[src/rtl/gpf_pkg.sv]
package gpf_pkg;
    localparam logic [1:0] ADDR_HDR  = 2'd0;
    localparam logic [1:0] ADDR_PLD  = 2'd1;
    localparam logic [1:0] ADDR_STAT = 2'd2;

    typedef enum logic [1:0] {
        FR_IDLE,
        FR_HDR,
        FR_PLD
    } fr_state_e;

    typedef struct packed {
        fr_state_e   st;
        logic [23:0] hdr;
        logic [1:0]  idx;
        logic [1:0]  lane;
        logic [15:0] left;
    } fr_regs_t;

    typedef struct packed {
        logic [23:0] acc;
        logic [1:0]  lane;
        logic        done;
    } rx_regs_t;

    function automatic logic is_long(input logic [5:0] dt);
        return dt[3] && (dt[2:0] != 3'd0);
    endfunction
endpackage

[src/rtl/gpf_fifo.sv]
module gpf_fifo #(
    parameter int W     = 32,
    parameter int DEPTH = 4
) (
    input  logic         clk,
    input  logic         rst_n,
    input  logic         push,
    input  logic [W-1:0] din,
    input  logic         pop,
    output logic [W-1:0] dout,
    output logic         empty,
    output logic         full
);
    localparam int AW = (DEPTH > 1) ? $clog2(DEPTH) : 1;
    localparam int CW = $clog2(DEPTH + 1);

    typedef struct packed {
        logic [AW-1:0] wp;
        logic [AW-1:0] rp;
        logic [CW-1:0] cnt;
    } ptr_t;

    ptr_t          p_q, p_d;
    logic [W-1:0]  mem_q [DEPTH];
    logic          do_push, do_pop;

    function automatic logic [AW-1:0] inc(input logic [AW-1:0] v);
        return (v == AW'(DEPTH - 1)) ? '0 : v + 1'b1;
    endfunction

    assign empty   = (p_q.cnt == '0);
    assign full    = (p_q.cnt == CW'(DEPTH));
    assign do_push = push && !full;
    assign do_pop  = pop && !empty;
    assign dout    = mem_q[p_q.rp];

    always_comb begin
        p_d = p_q;
        if (do_push) p_d.wp = inc(p_q.wp);
        if (do_pop)  p_d.rp = inc(p_q.rp);
        case ({do_push, do_pop})
            2'b10:   p_d.cnt = p_q.cnt + 1'b1;
            2'b01:   p_d.cnt = p_q.cnt - 1'b1;
            default: p_d.cnt = p_q.cnt;
        endcase
    end

    always_ff @(posedge clk or negedge rst_n) begin
        if (!rst_n) p_q <= '0;
        else        p_q <= p_d;
    end

    always_ff @(posedge clk) begin
        if (do_push) mem_q[p_q.wp] <= din;
    end
endmodule

[src/rtl/gpf_framer.sv]
module gpf_framer
    import gpf_pkg::*;
(
    input  logic        clk,
    input  logic        rst_n,
    input  logic        cmd_empty,
    input  logic [23:0] cmd_head,
    output logic        cmd_pop,
    input  logic        pld_empty,
    input  logic [31:0] pld_head,
    output logic        pld_pop,
    output logic        tx_valid,
    input  logic        tx_ready,
    output logic [7:0]  tx_data,
    output logic        tx_last
);
    fr_regs_t    q, d;
    logic        long_pkt;
    logic [15:0] wc;
    logic [31:0] lane_word;

    assign wc        = q.hdr[23:8];
    assign long_pkt  = is_long(q.hdr[5:0]) && (wc != 16'd0);
    assign lane_word = pld_head >> {q.lane, 3'b000};

    always_comb begin
        d        = q;
        cmd_pop  = 1'b0;
        pld_pop  = 1'b0;
        tx_valid = 1'b0;
        tx_data  = 8'd0;
        tx_last  = 1'b0;
        case (q.st)
            FR_IDLE: begin
                if (!cmd_empty) begin
                    cmd_pop = 1'b1;
                    d.hdr   = cmd_head;
                    d.idx   = 2'd0;
                    d.st    = FR_HDR;
                end
            end
            FR_HDR: begin
                tx_valid = 1'b1;
                case (q.idx)
                    2'd0:    tx_data = q.hdr[7:0];
                    2'd1:    tx_data = q.hdr[15:8];
                    default: tx_data = q.hdr[23:16];
                endcase
                tx_last = (q.idx == 2'd2) && !long_pkt;
                if (tx_ready) begin
                    if (q.idx == 2'd2) begin
                        d.lane = 2'd0;
                        d.left = wc;
                        d.st   = long_pkt ? FR_PLD : FR_IDLE;
                    end else begin
                        d.idx = q.idx + 2'd1;
                    end
                end
            end
            default: begin
                tx_valid = !pld_empty;
                tx_data  = lane_word[7:0];
                tx_last  = (q.left == 16'd1);
                if (tx_valid && tx_ready) begin
                    d.left = q.left - 16'd1;
                    d.lane = q.lane + 2'd1;
                    if (q.lane == 2'd3 || q.left == 16'd1) pld_pop = 1'b1;
                    if (q.left == 16'd1) d.st = FR_IDLE;
                end
            end
        endcase
    end

    always_ff @(posedge clk or negedge rst_n) begin
        if (!rst_n) q <= '{st: FR_IDLE, default: '0};
        else        q <= d;
    end
endmodule

[src/rtl/gpf_rx_pack.sv]
module gpf_rx_pack
    import gpf_pkg::*;
(
    input  logic        clk,
    input  logic        rst_n,
    input  logic        rx_valid,
    input  logic [7:0]  rx_data,
    input  logic        rx_last,
    input  logic        clr_done,
    input  logic        fifo_full,
    output logic        push,
    output logic [31:0] word,
    output logic        ovf,
    output logic        done
);
    rx_regs_t q, d;

    assign done = q.done;
    assign word = {8'd0, q.acc} | ({24'd0, rx_data} << {q.lane, 3'b000});

    always_comb begin
        d    = q;
        push = 1'b0;
        ovf  = 1'b0;
        if (clr_done) d.done = 1'b0;
        if (rx_valid) begin
            if (q.lane == 2'd3 || rx_last) begin
                push   = !fifo_full;
                ovf    = fifo_full;
                d.acc  = '0;
                d.lane = 2'd0;
            end else begin
                d.acc  = word[23:0];
                d.lane = q.lane + 2'd1;
            end
            if (rx_last) d.done = 1'b1;
        end
    end

    always_ff @(posedge clk or negedge rst_n) begin
        if (!rst_n) q <= '0;
        else        q <= d;
    end
endmodule

[src/rtl/gen_pkt_front.sv]
module gen_pkt_front
    import gpf_pkg::*;
#(
    parameter int CMD_DEPTH = 4,
    parameter int PLD_DEPTH = 4,
    parameter int RX_DEPTH  = 4
) (
    input  logic        clk,
    input  logic        rst_n,
    input  logic        reg_wr,
    input  logic        reg_rd,
    input  logic [1:0]  reg_addr,
    input  logic [31:0] reg_wdata,
    output logic [31:0] reg_rdata,
    output logic        tx_valid,
    input  logic        tx_ready,
    output logic [7:0]  tx_data,
    output logic        tx_last,
    input  logic        rx_valid,
    input  logic [7:0]  rx_data,
    input  logic        rx_last
);
    logic        hdr_wr, pld_wr, pld_rd;
    logic        cmd_empty, cmd_full, cmd_pop;
    logic [23:0] cmd_head;
    logic        pld_empty, pld_full, pld_pop;
    logic [31:0] pld_head;
    logic        rx_empty, rx_full, rx_push, rx_ovf, rd_done;
    logic [31:0] rx_word, rx_head;
    logic [31:0] stat_w;
    logic        ovf_q, ovf_d;

    assign hdr_wr = reg_wr && (reg_addr == ADDR_HDR);
    assign pld_wr = reg_wr && (reg_addr == ADDR_PLD);
    assign pld_rd = reg_rd && (reg_addr == ADDR_PLD);

    gpf_fifo #(.W(24), .DEPTH(CMD_DEPTH)) u_cmd (
        .clk(clk), .rst_n(rst_n), .push(hdr_wr), .din(reg_wdata[23:0]),
        .pop(cmd_pop), .dout(cmd_head), .empty(cmd_empty), .full(cmd_full)
    );

    gpf_fifo #(.W(32), .DEPTH(PLD_DEPTH)) u_txp (
        .clk(clk), .rst_n(rst_n), .push(pld_wr), .din(reg_wdata),
        .pop(pld_pop), .dout(pld_head), .empty(pld_empty), .full(pld_full)
    );

    gpf_fifo #(.W(32), .DEPTH(RX_DEPTH)) u_rxp (
        .clk(clk), .rst_n(rst_n), .push(rx_push), .din(rx_word),
        .pop(pld_rd), .dout(rx_head), .empty(rx_empty), .full(rx_full)
    );

    gpf_framer u_fr (
        .clk(clk), .rst_n(rst_n),
        .cmd_empty(cmd_empty), .cmd_head(cmd_head), .cmd_pop(cmd_pop),
        .pld_empty(pld_empty), .pld_head(pld_head), .pld_pop(pld_pop),
        .tx_valid(tx_valid), .tx_ready(tx_ready), .tx_data(tx_data),
        .tx_last(tx_last)
    );

    gpf_rx_pack u_rx (
        .clk(clk), .rst_n(rst_n), .rx_valid(rx_valid), .rx_data(rx_data),
        .rx_last(rx_last), .clr_done(hdr_wr), .fifo_full(rx_full),
        .push(rx_push), .word(rx_word), .ovf(rx_ovf), .done(rd_done)
    );

    always_comb begin
        ovf_d = ovf_q | (hdr_wr && cmd_full) | (pld_wr && pld_full) | rx_ovf;
    end

    always_ff @(posedge clk or negedge rst_n) begin
        if (!rst_n) ovf_q <= 1'b0;
        else        ovf_q <= ovf_d;
    end

    assign stat_w = {22'd0, ovf_q, 1'b0, rd_done, 1'b0, cmd_empty, 1'b0,
                     pld_empty, 1'b0, rx_empty, 1'b0};

    always_comb begin
        case (reg_addr)
            ADDR_PLD:  reg_rdata = rx_empty ? 32'd0 : rx_head;
            ADDR_STAT: reg_rdata = stat_w;
            default:   reg_rdata = 32'd0;
        endcase
    end
endmodule

[config.mk]
export PLATFORM = sky130hd
export DESIGN_NAME = gen_pkt_front
export DESIGN_NICKNAME = d
export VERILOG_FILES = /design/src/rtl/gpf_pkg.sv /design/src/rtl/gpf_fifo.sv /design/src/rtl/gpf_framer.sv /design/src/rtl/gpf_rx_pack.sv /design/src/rtl/gen_pkt_front.sv
export SDC_FILE = /design/constraint.sdc
export NUM_CORES = 1
export LEC_CHECK = 0
export BUFFER_PORTS_ARGS = -buffer_cell sky130_fd_sc_hd__buf_4
export CORE_MARGIN = 3
export CORE_UTILIZATION = 59
export DETAILED_ROUTE_END_ITERATION = 8
export PLACE_DENSITY = 0.73
export SLEW_MARGIN = 25
export SYNTH_ARGS = -nofsm -noshare
export SYNTH_HDL_FRONTEND = slang
export SYNTH_SLANG_ARGS = --single-unit
[constraint.sdc]
create_clock -name clk -period 2.9 [get_ports clk]
set_input_delay 0.58 -clock clk [delete_from_list [all_inputs] [get_ports clk]]
set_output_delay 0.58 -clock clk [all_outputs]
set_load 0.01 [all_outputs]
==> reports/summary.txt, run 1 <==
Ys async rst share: 0.213
Worst-margin pin slew: 748 ps
Fin. max-slew vios: 0
N_diodes: 0
# IOs: 91
Final cell count without fillers: 1669
Distinct cells, synth: 67
Status: finished clean
CORE AREA: 30700 µm²
Routed WL: 39100 µm
Crit path arrival time: 2260 ps
Die height: 183 µm
Worst R2R Setup Slack: 170 ps
Syn_nets: 1175
Starting Density: 0.601
Row Count: 64
Cells after synthesis: 1095
Global-route usage over all layers: 0.234
Leakage: 7.89 nW
End of the critical path: tx_data[1]
Critical path startpoint category: flip-flop
Drc violations: 0
Routed len/inst: 23.4 µm
Chip width: 183 µm
Area of the multi-input gates: 5100 µm²
Area delta synth->final: 16.9%
Register area share after synthesis: 0.702
Avg Inst Size Synth: 16.8 µm²
Max Cap Viol: 0
Most common cell after layout, fill and taps aside: edfxtp_1
Synth area leaders: edfxtp_1 (57%), dfrtp_1 (13%), mux4_2 (9.9%)
Post-CTS Hold Buffers: 0
Element type at the critical path end: output port
Clk pin slew, worst setup/hold paths: 70 ps
Worst Path Required: 2320 ps
Most frequent cells in the layout: edfxtp_1 (352), buf_4 (127), dfrtp_1 (90), mux4_2 (81), inv_1 (55)
Placed cells: 1566
Fraction of layout cells with a size suffix above 1: 0.287
Synthesis Warnings: 0
Post-synth top flop: edfxtp_1
Pin count of the biggest net entering global routing: 46
Clk root buf: clkbuf_16
Clock Tree Buf Depth: 3
Fmax: 0.352 GHz
Fin crit period: 2840 ps
Post-DRT Antenna Nets: 0
Rel. slew slack: 0.495
Power Total: 20.4 mW
Total area of sequential cells: 13000 µm²
NumNets Final: 1317
Share of the synthesized area in the top cell type: 0.573
Via count: 10300
Worst skew pair latency: 540 ps
Reg2reg path depth: 12
RD Place Congestion: 0.860
Worst min path class: in2async
Setup Viol. Count Final: 0
Cts bufs inserted: 45
Number of global-route vias before repair: 10300
Hpwl dp: 24300 µm
Max FO, Critical Path: 10
Max Clock Skew: 22.0 ps
Grt total ovfl: 0
Flops & latches, synth: 447
Fillers: 1905
First-pass GRT wire length: 60500 µm
VDD IR max: 0.763 mV
Hold Vio Cnt, Final: 0
Unrepaired setup endpoints after global routing: true
Tcrit/Tclk final: 0.980
H-tree levels: 2
PortBufs: 90
Critical Path Source: u_txp.p_q[3]$_DFFE_PN0P_
Drt first-iter violations: 713
Reg2Reg Capture Point: u_txp.p_q[2]$_DFFE_PN0P_
Critical path class: reg2out
Post-Syn Area: 18400 µm²
CTS Sinks: 447
Die area: 33400 µm²
Count of flip-flops with a built-in enable after synthesis: 352
R2R Path Start: u_fr.q[1]$_DFFE_PN0P_
Vias per Instance: 6.16
Area leader, netlist: edfxtp_1
Power Dens Cells: 944 nW/µm²
Initial antenna violation count: 1
CTS tree: built
First-pass iteration count of the detailed router: 5
[metrics by stage]
step	hold slack (ps)	util	setup TNS [ps]	instance area (µm²)	setup WS (ps)
after CTS	93.8	0.697	0	21400	1.36
final	90.6	0.703	0	21600	58.3
after global placement	494	0.647	0	19800	293
after detailed placement	502	0.647	0	19800	199
after floorplan	284	-	0	18400	439
after global routing	117	0.703	-57.0	21600	-25.2
[worst max-delay path, stage by stage, from the launching register on]
cell,delay [ps]
dfrtp_2,390
buf_4,150
buf_16,160
mux4_2,580
a22oi_2,200
nand3_1,100
buf_4,160
[cells by family (layout without fill, tap and decap cells)]
family          after synthesis  in the layout  synth area share
compound gates              140            140            0.0522
xor+xnor                      9              9           0.00427
fa+ha+maj                    31             31            0.0222
buf+inv                     110            288            0.0262
flops                       447            447             0.702
mux                         125            125             0.125
simple gates                233            233            0.0680
[layer usage]
metal,global-route usage,up-vias,share of wire
li1,-,4549,-
met1,0.344,5281,0.43
met4,0.0723,2,0.032
met5,0,-,0.00028
met2,0.371,365,0.48
met3,0.0379,91,0.062
[cells in the mapped netlist, types with 4 or more instances]
| library cell | n |
|---|---|
| mux2i_1 | 14 |
| mux2_2 | 28 |
| mux4_2 | 81 |
| nor3_1 | 31 |
| buf_2 | 15 |
| a21o_1 | 5 |
| nor3b_1 | 9 |
| nand3_1 | 18 |
| a22oi_1 | 10 |
| buf_1 | 6 |
| o22a_1 | 6 |
| and3_1 | 11 |
| nor2_1 | 52 |
| a221o_1 | 8 |
| o211ai_1 | 5 |
| nand4b_1 | 4 |
| xor2_1 | 6 |
| nor4_1 | 8 |
| o22ai_1 | 8 |
| inv_1 | 57 |
| o311ai_0 | 4 |
| nand4_1 | 4 |
| clkbuf_1 | 20 |
| nand2_1 | 37 |
| buf_4 | 10 |
| and2_1 | 38 |
| o21ai_0 | 21 |
| edfxtp_1 | 352 |
| a22o_1 | 4 |
| dfrtp_1 | 95 |
| a21oi_1 | 45 |
| ha_1 | 28 |
[power by group]
group          leakage (nW)  switching [mW]  internal (mW)
logic                  2.82            3.00           2.96
clock network         0.705            2.32           3.23
registers              4.36           0.917           7.91
[how the worst min path moves through the flow]
stage / endpoint / slack, ps
2_1_floorplan: ovf_q$_DFF_PN0_ / 280
3_3_place_gp: u_fr.q[25]$_DFFE_PN0P_ / 490
3_5_place_dp: u_fr.q[26]$_DFFE_PN0P_ / 500
4_1_cts: u_fr.q[35]$_DFFE_PN0P_ / 90
5_1_grt: u_fr.q[35]$_DFFE_PN0P_ / 120
6_report: u_fr.q[35]$_DFFE_PN0P_ / 90
[area by class of cell]
type | instances | share of cell area
tap | 396 | 0.0230
inverter | 57 | 0.00992
clock inverter | 25 | 0.00975
timing repair buffer | 148 | 0.0636
multi-input combinational | 538 | 0.236
sequential | 447 | 0.601
clock buffer | 58 | 0.0564
[timing repair]
action | CTS | global route
cloned | 1 | 1
pin swaps | 0 | 8
resized for setup | 11 | 19
setup endpoints to repair | 15 | 12
buffers inserted | 3 | 16
hold endpoints to repair | 0 | 0
[sequential cells by signal (all words and copies together) (netlist names)]
signal / count
u_rxp.mem_q: 128
u_rx.done: 1
u_cmd.p_q: 7
u_cmd.mem_q: 96
u_txp.mem_q: 128
u_rx.q: 26
u_txp.p_q: 7
u_fr.q: 46
ovf_q: 1
u_rxp.p_q: 7
(Power assumes the default switching activity.)
==> inputs of run 2 (changes only) <==
--- a/config.mk
+++ b/config.mk
@@ -6,8 +6,10 @@
 export NUM_CORES = 1
 export LEC_CHECK = 0
 export BUFFER_PORTS_ARGS = -buffer_cell sky130_fd_sc_hd__buf_4
+export CORE_ASPECT_RATIO = 1.5
 export CORE_MARGIN = 3
 export CORE_UTILIZATION = 59
+export CTS_CLUSTER_SIZE = 12
 export DETAILED_ROUTE_END_ITERATION = 8
 export PLACE_DENSITY = 0.73
 export SLEW_MARGIN = 25
==> reports/summary.txt, run 2 (synthesis gave the netlist of run 1 again) <==
Fin crit period: 2850 ps (+13.3 ps)
Initial antenna violation count: 0 (-1)
Clk pin slew, worst setup/hold paths: 60 ps (about the same)
RD Place Congestion: 0.845 (-1.8%)
Global-route usage over all layers: 0.231 (-0.00305)
Largest registers: u_rxp.mem_q x128, u_txp.mem_q x128, u_cmd.mem_q x96
Setup Viol. Count Final: 0 (unchanged)
Max Cap Viol: 0 (unchanged)
CTS Sinks: 447 (unchanged)
Drt first-iter violations: 568 (-20%)
Element type at the critical path end: output port
Power Dens Cells: 924 nW/µm² (-2.2%)
Number of global-route vias before repair: 10400 (+0.93%)
Vias per Instance: 6.10 (-1.1%)
First-pass iteration count of the detailed router: 4 (-1)
Post-DRT Antenna Nets: 0 (unchanged)
Grt total ovfl: 0 (unchanged)
Clock Tree Buf Depth: 3 (unchanged)
Drc violations: 0 (unchanged)
Area delta synth->final: 15.6%
Routed len/inst: 22.7 µm (-3.0%)
Rel. slew slack: 0.519 (+0.0234)
Hpwl dp: 24400 µm (+0.42%)
Metal2 WL: 20400 µm (+8.7%)
Worst-margin pin slew: 720 ps (-28.3 ps)
Power Total: 19.7 mW (-3.2%)
Via count: 10100 (-1.5%)
Starting Density: 0.604 (+0.00241)
Final Cell Area: 21300 µm² (-1.1%)
Post-CTS Hold Buffers: 0 (unchanged)
First-pass GRT wire length: 58600 µm (-3.2%)
VDD IR max: 0.741 mV (-2.8%)
Worst min path class: in2async
Critical path startpoint category: flip-flop
Most frequent cells in the layout: edfxtp_1 (352), buf_4 (122), dfrtp_1 (91), mux4_2 (81), inv_1 (55)
Pin count of the biggest net entering global routing: 57 (+24%)
Die height: 223 µm (+22%)
Worst skew pair latency: 550 ps (about the same)
Crit path arrival time: 2270 ps (about the same)
Status: finished clean
NumNets Final: 1308 (-0.68%)
Worst R2R Setup Slack: 270 ps (+100 ps)
Placed cells: 1570 (+0.26%)
Final cell count without fillers: 1663 (-0.36%)
PortBufs: 90 (unchanged)
Max Clock Skew: 18.4 ps (-3.65 ps)
Reg2reg path depth: 12 (unchanged)
Row Count: 78 (+22%)
Critical Path Source: u_fr.q[19]$_DFFE_PN0P_
Leakage: 7.74 nW (-1.9%)
Placed inst area: 19800 µm² (about the same)
CORE AREA: 30500 µm² (-0.40%)
Tcrit/Tclk final: 0.984 (+0.00458)
Critical path class: reg2out
Fin. max-slew vios: 0 (unchanged)
Fmax: 0.350 GHz (-0.46%)
Highest metal used: met4
Max FO, Critical Path: 9 (-1)
Most common cell after layout, fill and taps aside: edfxtp_1
Total area of sequential cells: 13000 µm² (about the same)
Reg2Reg Capture Point: u_txp.p_q[2]$_DFFE_PN0P_
Worst Path Required: 2320 ps (about the same)
H-tree levels: 2 (unchanged)
Area of the multi-input gates: 5120 µm² (+0.44%)
Routed WL: 37800 µm (-3.3%)
Chip width: 150 µm (-18%)
Clk root buf: clkbuf_16
Unrepaired setup endpoints after global routing: true
Setup TNS: 0 ps (unchanged)
Die area: 33500 µm² (+0.13%)
End of the critical path: tx_data[5]
Cts bufs inserted: 43 (-4.4%)
# IOs: 91 (unchanged)
R2R Path Start: u_fr.q[1]$_DFFE_PN0P_
WL met3: 2160 µm (-12%)
N_diodes: 0 (unchanged)
Fillers: 1965 (+3.1%)
Hold Vio Cnt, Final: 0 (unchanged)
CTS tree: built
Metal-1 WL: 13600 µm (-19%)
Fraction of layout cells with a size suffix above 1: 0.271 (-0.0159)
[run 2: how the worst min path moves through the flow]
| stage | end | slack [ps] | depth (start not counted) |
|---|---|---|---|
| 3_5_place_dp | u_rx.done$_DFF_PN0_ | 490 | 1 |
| 3_3_place_gp | u_rx.done$_DFF_PN0_ | 480 | 1 |
| 5_1_grt | u_rx.q[3]$_DFFE_PN0P_ | 60 | 1 |
| 2_1_floorplan | ovf_q$_DFF_PN0_ | 280 | 0 |
| 4_1_cts | u_rx.q[3]$_DFFE_PN0P_ | 40 | 1 |
| 6_report | u_rx.q[3]$_DFFE_PN0P_ | 40 | 1 |
[run 2: where the power goes]
| part | total [mW] | switching (mW) | internal (mW) |
|---|---|---|---|
| Combinational | 5.84 | 2.92 | 2.92 |
| Sequential | 8.76 | 0.846 | 7.91 |
| Clock | 5.10 | 2.23 | 2.87 |
[run 2: area by class of cell]
cell class,count,share of cell area
clock buffers,76,0.0577
well taps,400,0.0235
flip-flops and latches,447,0.607
inverters,57,0.0100
clock inverters,4,0.00164
multi-input cells,538,0.240
repair buffers,141,0.0599
[run 2: repair_timing]
item                                    CTS  global route
pin swaps                                 1             4
endpoints found under the hold margin     0             0
endpoints found under the setup margin   29            12
buffers inserted                          2            11
resized for setup                        13            19
[run 2: stage by stage]
step	hold slack (ps)	utilization	worst slack, ps
final	44.4	0.698	45.0
after detailed placement	493	0.649	271
after floorplan	284	-	439
after global routing	60.8	0.698	-11.2
after global placement	484	0.649	298
after CTS	42.3	0.693	5.54
[run 2: worst max-delay path, cell delays in order, from the launching register on]
cell     delay, ps
dfrtp_1        410
inv_2           90
ha_4           200
buf_4          160
a221o_1        330
a21oi_1        210
nand3_1        150
buf_4          180
[run 2: metal layers]
layer / vias up / track usage
met5: - / 0
met4: 0 / 0.107
met3: 88 / 0.0382
met2: 357 / 0.410
met1: 5185 / 0.274
li1: 4508 / -
==> inputs of run 3 (changes only) <==
--- a/config.mk
+++ b/config.mk
@@ -12,6 +12,8 @@
 export CTS_CLUSTER_SIZE = 12
 export DETAILED_ROUTE_END_ITERATION = 8
 export PLACE_DENSITY = 0.73
+export REMOVE_ABC_BUFFERS = 1
+export SETUP_SLACK_MARGIN = 0.15
 export SLEW_MARGIN = 25
 export SYNTH_ARGS = -nofsm -noshare
 export SYNTH_HDL_FRONTEND = slang
==> reports/summary.txt, run 3 (synthesis gave the netlist of run 1 again) <==
Status: finished clean
Area of the multi-input gates: 5200 µm² (+1.7%)
Pin count of the biggest net entering global routing: 96 (+68%)
Placed cells: 1577 (+0.45%)
Critical path class: reg2out
Drc violations: 0 (unchanged)
Sw Pwr: 6.28 mW (+4.7%)
Post-CTS Hold Buffers: 0 (unchanged)
Worst R2R Setup Slack: 380 ps (+110 ps)
Hpwl dp: 24700 µm (+1.2%)
PortBufs: 90 (unchanged)
Worst Path Required: 2320 ps (about the same)
Clk root buf: clkbuf_16
Final core occ: 0.714 (+0.0158)
R2R Path Start: u_fr.q[0]$_DFFE_PN0P_
Die area: 33500 µm² (unchanged)
Largest registers: u_rxp.mem_q x128, u_txp.mem_q x128, u_cmd.mem_q x96
Final cell count without fillers: 1686 (+1.4%)
Fmax: 0.356 GHz (+1.6%)
# IOs: 91 (unchanged)
Post-DRT Antenna Nets: 0 (unchanged)
Element type at the critical path end: output port
Grt total ovfl: 0 (unchanged)
Fraction of layout cells with a size suffix above 1: 0.299 (+0.0278)
Max FO, Critical Path: 8 (-1)
Setup Viol. Count Final: 0 (unchanged)
Reg2Reg Capture Point: u_txp.p_q[2]$_DFFE_PN0P_
Fin. max-slew vios: 0 (unchanged)
Die height: 223 µm (unchanged)
Area delta synth->final: 18.3%
Number of global-route vias before repair: 10500 (+0.87%)
Sequential power share: 0.429 (-0.015)
Row Count: 78 (unchanged)
Setup TNS: 0 ps (unchanged)
Power Dens Cells: 942 nW/µm² (+1.9%)
Tcrit/Tclk final: 0.969 (-0.0158)
Switching Share: 0.306 (+0.00125)
Most frequent cells in the layout: edfxtp_1 (352), buf_4 (129), dfrtp_1 (87), mux4_2 (81), inv_1 (56)
Pint: 14.3 mW (+4.1%)
CTS tree: built
Worst skew pair latency: 560 ps (about the same)
Most common cell after layout, fill and taps aside: edfxtp_1
Placed inst area: 19900 µm² (+0.43%)
Clock Tree Buf Depth: 3 (unchanged)
Max Clock Skew: 18.0 ps (-0.312 ps)
Initial antenna violation count: 0 (unchanged)
H-tree levels: 2 (unchanged)
RD Place Congestion: 0.908 (+7.5%)
Worst-margin pin slew: 1080 ps (+365 ps)
VDD IR max: 0.634 mV (-14%)
Starting Density: 0.604 (unchanged)
Drt first-iter violations: 698 (+23%)
Min Hold Slack: 53.3 ps (+8.89 ps)
Hold Vio Cnt, Final: 0 (unchanged)
Logic pwr share: 0.311 (+0.014)
Critical path startpoint category: flip-flop
First-pass iteration count of the detailed router: 4 (unchanged)
Max Cap Viol: 0 (unchanged)
N_diodes: 0 (unchanged)
Chip width: 150 µm (unchanged)
Fillers: 1919 (-2.3%)
Via count: 10100 (-0.0099%)
Reg2reg path depth: 11 (-1)
CTS Sinks: 447 (unchanged)
Unrepaired setup endpoints after global routing: true
Total area of sequential cells: 13000 µm² (about the same)
Vias per Instance: 6.01 (-1.4%)
Fin crit period: 2810 ps (-45.9 ps)
Routed len/inst: 23.5 µm (+3.2%)
Leakage: 7.96 nW (+2.8%)
First-pass GRT wire length: 61000 µm (+4.1%)
Final Cell Area: 21800 µm² (+2.3%)
Clock share of power: 0.259 (about the same)
Crit path arrival time: 2230 ps (-40 ps)
Rel. slew slack: 0.277 (-0.242)
CORE AREA: 30500 µm² (unchanged)
Cts bufs inserted: 44 (+2.3%)
Clk pin slew, worst setup/hold paths: 60 ps (about the same)
Global-route usage over all layers: 0.242 (+0.0102)
NumNets Final: 1331 (+1.8%)
Worst min path class: in2async
Routed WL: 39600 µm (+4.6%)
[run 3: how the worst max path moves through the flow]
stage | start | to | slack (ps) | cells after the start
6_report | u_fr.q[18]$_DFFE_PN0P_ | tx_data[5] | 90 | 7
3_3_place_gp | u_fr.q[1]$_DFFE_PN0P_ | u_txp.p_q[2]$_DFFE_PN0P_ | 180 | 12
5_1_grt | u_txp.p_q[3]$_DFFE_PN0P_ | tx_data[0] | 10 | 5
4_1_cts | u_txp.p_q[3]$_DFFE_PN0P_ | tx_data[7] | 50 | 5
3_5_place_dp | u_fr.q[1]$_DFFE_PN0P_ | u_txp.p_q[2]$_DFFE_PN0P_ | 150 | 12
2_1_floorplan | u_rx.q[2]$_DFFE_PN0P_ | u_rxp.mem_q[3][0]$_DFFE_PP_ | -350 | 5
[run 3: critical path, cell delays in order, from the launching register on]
cell,delay [ps]
dfrtp_2,400
buf_4,150
ha_4,180
buf_6,150
a221o_1,360
a21oi_2,190
nand3_1,100
buf_4,160
[run 3: routing by layer]
layer	wire, µm	share of wire	global-route usage
met1	14600	0.37	0.295
met2	22100	0.56	0.443
met3	1850	0.047	0.0363
met4	1050	0.026	0.0688
met5	0	0	0
[run 3: layout make-up]
cell class              count  area share
clock buffers              77      0.0586
clock inverters             4     0.00275
inverters                  57     0.00981
multi-input cells         538       0.239
flip-flops and latches    447       0.594
well taps                 400      0.0229
repair buffers            163      0.0732
[run 3: metrics by stage]
stage,worst slack [ps],power (mW)
final,90.9,20.5
after global routing,14.3,21.5
after CTS,51.0,20.4
after detailed placement,149,14.5
after global placement,178,14.3
after floorplan,-349,12.3
[run 3: power groups by stage]
stage	Sequential (mW)	Combinational, mW	Clock, mW
3_3_place_gp	8.87	5.47	0
3_5_place_dp	8.91	5.56	0
4_1_cts	8.77	6.17	5.44
6_report	8.82	6.39	5.33
2_1_floorplan	8.90	3.41	0
5_1_grt	8.91	6.93	5.69
[run 3: repair_timing]
| action | in CTS | in global routing |
|---|---|---|
| endpoints found under the setup margin | 38 | 17 |
| pin swaps | 1 | 9 |
| endpoints found under the hold margin | 0 | 0 |
| cloned | 3 | 1 |
| resized for setup | 24 | 35 |
| setup buffers | 15 | 9 |
